[src/rtl/pwr_gate_seq.sv]
module pwr_gate_seq #(
  parameter int REC_TICKS = 35
) (
  input  logic clk,
  input  logic rst_n,
  input  logic cold_n,
  input  logic tick,
  input  logic vcc_lt_pf,
  input  logic vcc_lt_so,
  input  logic ext_ce_n,
  input  logic ext_oe_n,
  input  logic ext_we_n,
  output logic int_ce_n,
  output logic mem_rd,
  output logic mem_wr,
  output logic dq_oe,
  output logic wr_start,
  output logic rst_out_n,
  output logic bat_sel,
  output logic armed
);
  localparam int CNT_W = (REC_TICKS > 1) ? $clog2(REC_TICKS) : 1;
  localparam logic [CNT_W-1:0] LAST = CNT_W'(REC_TICKS - 1);

  typedef enum logic [1:0] {S_FAULT, S_RECOVER, S_READY} state_t;

  state_t           state;
  logic [CNT_W-1:0] cnt;
  logic             wr_q;
  logic             open_q;

  always_ff @(posedge clk or negedge rst_n) begin
    if (!rst_n) begin
      state <= S_FAULT;
      cnt   <= '0;
    end else begin
      case (state)
        S_FAULT:
          if (!vcc_lt_pf) begin
            state <= S_RECOVER;
            cnt   <= '0;
          end
        S_RECOVER:
          if (vcc_lt_pf) state <= S_FAULT;
          else if (tick) begin
            if (cnt == LAST) state <= S_READY;
            else cnt <= cnt + 1'b1;
          end
        S_READY:
          if (vcc_lt_pf) state <= S_FAULT;
        default: state <= S_FAULT;
      endcase
    end
  end

  always_ff @(posedge clk or negedge cold_n) begin
    if (!cold_n) armed <= 1'b0;
    else if (!vcc_lt_pf) armed <= 1'b1;
  end

  assign open_q    = (state == S_READY);
  assign rst_out_n = open_q & ~vcc_lt_pf;
  assign int_ce_n  = ~(rst_out_n & ~ext_ce_n);
  assign mem_wr    = ~int_ce_n & ~ext_we_n;
  assign mem_rd    = ~int_ce_n & ext_we_n;
  assign dq_oe     = mem_rd & ~ext_oe_n;

  always_ff @(posedge clk or negedge rst_n) begin
    if (!rst_n) wr_q <= 1'b0;
    else        wr_q <= mem_wr;
  end

  assign wr_start = mem_wr & ~wr_q;
  assign bat_sel  = armed & vcc_lt_pf & vcc_lt_so;

  p_fault_blocks_r1: assert property (@(posedge clk) disable iff (!rst_n)
    vcc_lt_pf |-> (int_ce_n && !mem_wr && !mem_rd && !dq_oe && !wr_start));
  p_fault_reset_r2: assert property (@(posedge clk) disable iff (!rst_n)
    vcc_lt_pf |-> !rst_out_n);
  p_release_on_tick_r3: assert property (@(posedge clk) disable iff (!rst_n)
    $rose(rst_out_n) |-> ($past(tick) && !$past(vcc_lt_pf)));
  p_fault_holds_r4: assert property (@(posedge clk) disable iff (!rst_n)
    vcc_lt_pf |=> !rst_out_n);
  p_unarmed_no_bat_r5: assert property (@(posedge clk) disable iff (!cold_n)
    !armed |-> !bat_sel);
  p_armed_sticky_r6: assert property (@(posedge clk) disable iff (!cold_n)
    armed |=> armed);
  p_arm_cause_r6: assert property (@(posedge clk) disable iff (!cold_n)
    $rose(armed) |-> !$past(vcc_lt_pf));
  p_no_contention_r7: assert property (@(posedge clk) disable iff (!rst_n)
    mem_wr |-> !dq_oe);
  p_single_start_r8: assert property (@(posedge clk) disable iff (!rst_n)
    (wr_start && mem_wr) |=> !(wr_start && $stable(mem_wr)));
endmodule

[config.mk]
export PLATFORM = sky130hd
export DESIGN_NAME = pwr_gate_seq
export DESIGN_NICKNAME = d
export VERILOG_FILES = /design/src/rtl/pwr_gate_seq.sv
export SDC_FILE = /design/constraint.sdc
export NUM_CORES = 1
export LEC_CHECK = 0
export ABC_AREA = 1
export CORE_AREA = 2 2 39 41
export CTS_CLUSTER_DIAMETER = 50
export DETAILED_ROUTE_END_ITERATION = 16
export DIE_AREA = 0 0 41 43
export PLACE_DENSITY_LB_ADDON = 0.2
export SLEW_MARGIN = 10
export SYNTH_ARGS = -nofsm -noshare
export SYNTH_HDL_FRONTEND = slang
export SYNTH_SLANG_ARGS = --single-unit
[constraint.sdc]
create_clock -name clk -period 2.9 [get_ports clk]
set_input_delay 0.58 -clock clk [delete_from_list [all_inputs] [get_ports clk]]
set_output_delay 0.58 -clock clk [all_outputs]
set_load 0.02 [all_outputs]
==> results.json <==
{
  "status": "finished, final reports clean",
  "worstPathRequired_ns": 2.32,
  "cts_buffers": 3,
  "rsz0062_at_grt": "no",
  "path_class": "input pin to output port",
  "end_kind": "output port",
  "ys_types": 14,
  "viasPerCell": 4.70,
  "cap_violations": 0,
  "slowest_delay_ns": 0.63,
  "cp-start-kind": "input pin",
  "cts-root-buf": "clkbuf_4",
  "dieWidth_um": 41,
  "hold_viol": 0,
  "cellPowerDensity_nw_per_um2": 391,
  "fp.dieArea_um2": 1760,
  "syn_area_um2": 621,
  "placedCellCount": 125,
  "path_cells": "clkdlybuf4s50_1 -> nor3_2 -> nand2_2 -> nor3_1 -> clkdlybuf4s50_1",
  "worst_pin_slew_ns": 0.424,
  "crit_fanout": 5,
  "fmax_ghz": 0.363,
  "grt_max_degree": 10,
  "synth.most_common_cell": "nand2_1",
  "avgSynthCellArea_um2": 6.75,
  "row_count": 14,
  "grt_pass1_vias": 592,
  "areaGrowthSynthToFinish_pct": 36.1,
  "dp_hpwl_um": 1050,
  "setup_viol": 0,
  "coreArea_um2": 1380,
  "r2r_slack_ns": 1.54,
  "yosysWarnings": 0,
  "period_needed_ns": 2.76,
  "r2r-end": "cnt[4]$_DFFE_PN0P_",
  "crit_path_end": "dq_oe",
  "track_usage": 0.200,
  "nets": 125,
  "drtIter0Drc": 9,
  "clkTransAtPathRegs_ns": 0.07,
  "drive_gt1_frac": 0.0885,
  "gp_congestion": 0.807,
  "finalNonFillerCells": 129,
  "antenna_left": 0,
  "die_y_um": 43,
  "numClockSinks": 10,
  "antenna_found_initial": 0,
  "leakage_nw": 0.454,
  "yosys_register_bits": 10,
  "cts_hold_repair.buffers": 0,
  "synth_commonest_cells": "27 x nand2_1, 17 x inv_1, 13 x nand3_1",
  "max_slew_margin": 0.716,
  "p_total_mw": 0.331,
  "clockBufferDepth": 2,
  "crit_arrival_ns": 2.18,
  "htreeDepth": 1,
  "drc": 0,
  "wire_per_inst_um": 10.3,
  "crit_family": "buffers and inverters",
  "dominantRegCellSynth": "dfrtp_1",
  "antennaDiodeCount": 0,
  "r2r-start": "cnt[0]$_DFFE_PN0P_",
  "io_buffers": 16,
  "overflow": 0,
  "syn-num-nets": 103,
  "path_depth": 5,
  "min_path_type": "input pin to async pin",
  "cts_setup_buffers": 0,
  "insertion_delay_ns": 0.27,
  "finalWirelength_um": 1320,
  "synth_top_area_cell": "dfrtp_1",
  "crit_buf_inv": 2,
  "grt_pass1_wl_um": 2370,
  "vias": 606,
  "synth_edf_count": 0,
  "crit_top_cell": "clkdlybuf4s50_1",
  "vdd_ir_drop_max_mv": 0.242,
  "dr.pass1.iters": 4,
  "synthArstFlopShare": 1.00,
  "synthTopCellsByArea": "dfrtp_1 40%, nand2_1 16%, nand3_1 10%, inv_1 10%, nor2_1 7.3%",
  "cts_tree": "yes",
  "setup-tns-final_ns": 0,
  "synth_top_area_share": 0.403,
  "post_cts_resized": 0,
  "crit_slowest_cell": "clkdlybuf4s50_1",
  "ios": 17,
  "synth_cells": 92,
  "fin_crit_sh": 0.951,
  "critPathLaunch": "vcc_lt_pf",
  "yosysSeqAreaShare": 0.403,
  "r2r_cells": 9,
  "report.final.slew_viol_count": 0,
  "initial_core_util": 0.448,
  "whs_ns": 0.435,
  "finClkSkew_ns": 0.00417
}
-- worst min-delay path by stage --
| stage | endpoint | start |
|---|---|---|
| after floorplan | armed$_DFFE_PN0N_ | cold_n |
| after global routing | armed$_DFFE_PN0N_ | cold_n |
| after global placement | armed$_DFFE_PN0N_ | armed$_DFFE_PN0N_ |
| after CTS | armed$_DFFE_PN0N_ | cold_n |
| after detailed placement | armed$_DFFE_PN0N_ | armed$_DFFE_PN0N_ |
| final | armed$_DFFE_PN0N_ | cold_n |
-- worst register-to-register path, cell delays in order (launching register included) --
cell	delay [ns]
dfrtp_1	0.43
inv_1	0.08
ha_1	0.16
nand2_1	0.05
inv_1	0.05
nand3_1	0.10
nand2_2	0.16
nand2_2	0.10
nand2_1	0.07
nand2_1	0.05
-- power breakdown --
part           switching (mW)  internal, mW
logic                  0.0239        0.0216
clock network          0.0542        0.0764
registers             0.00910         0.146
-- flip-flops by register name (all words and copies together) (netlist names) --
name,count
state,2
wr_q,1
armed,1
cnt,6
-- final cells by class --
class | instances | area, µm²
inverters | 17 | 63.8
fillers | 135 | 539
flip-flops and latches | 10 | 250
clock buffers | 4 | 36.3
repair buffers | 17 | 168
well taps | 16 | 20.0
multi-input cells | 65 | 307
-- routing by layer --
| metal | share of wire | track usage | wire (µm) |
|---|---|---|---|
| met1 | 0.45 | 0.256 | 599 |
| met4 | 0.029 | 0.120 | 38 |
| met5 | 0 | 0 | 0 |
| met3 | 0.031 | 0.0314 | 41 |
| met2 | 0.49 | 0.300 | 644 |
-- through the flow --
stage / setup WS, ns / utilization / cell area [µm²]
after floorplan: 0.619 / - / 621
after global placement: 0.166 / 0.584 / 808
after detailed placement: 0.134 / 0.584 / 808
after CTS: 0.122 / 0.610 / 845
after global routing: 0.0337 / 0.610 / 845
final: 0.141 / 0.610 / 845
-- kinds of logic after synthesis --
family	after synthesis	share of synthesized area
and+or+nand+nor	60	0.423
buffers and inverters	17	0.103
DFF	10	0.403
AOI/OAI and AO/OA	3	0.0302
adders and majority gates	2	0.0403
-- layout by cell type (no fill, tap or decap) --
cell,count
ha_1,2
clkbuf_4,3
buf_4,1
clkdlybuf4s50_1,16
nand2_1,27
o21bai_1,1
inv_1,17
nor2_2,1
a31oi_1,1
nand2_2,3
and3_1,1
dfrtp_1,10
a21oi_1,1
nand3_1,13
nor3_1,2
nor3_2,1
nor2_1,12
clkbuf_8,1
Note: power is estimated with default switching activity, not from simulation.
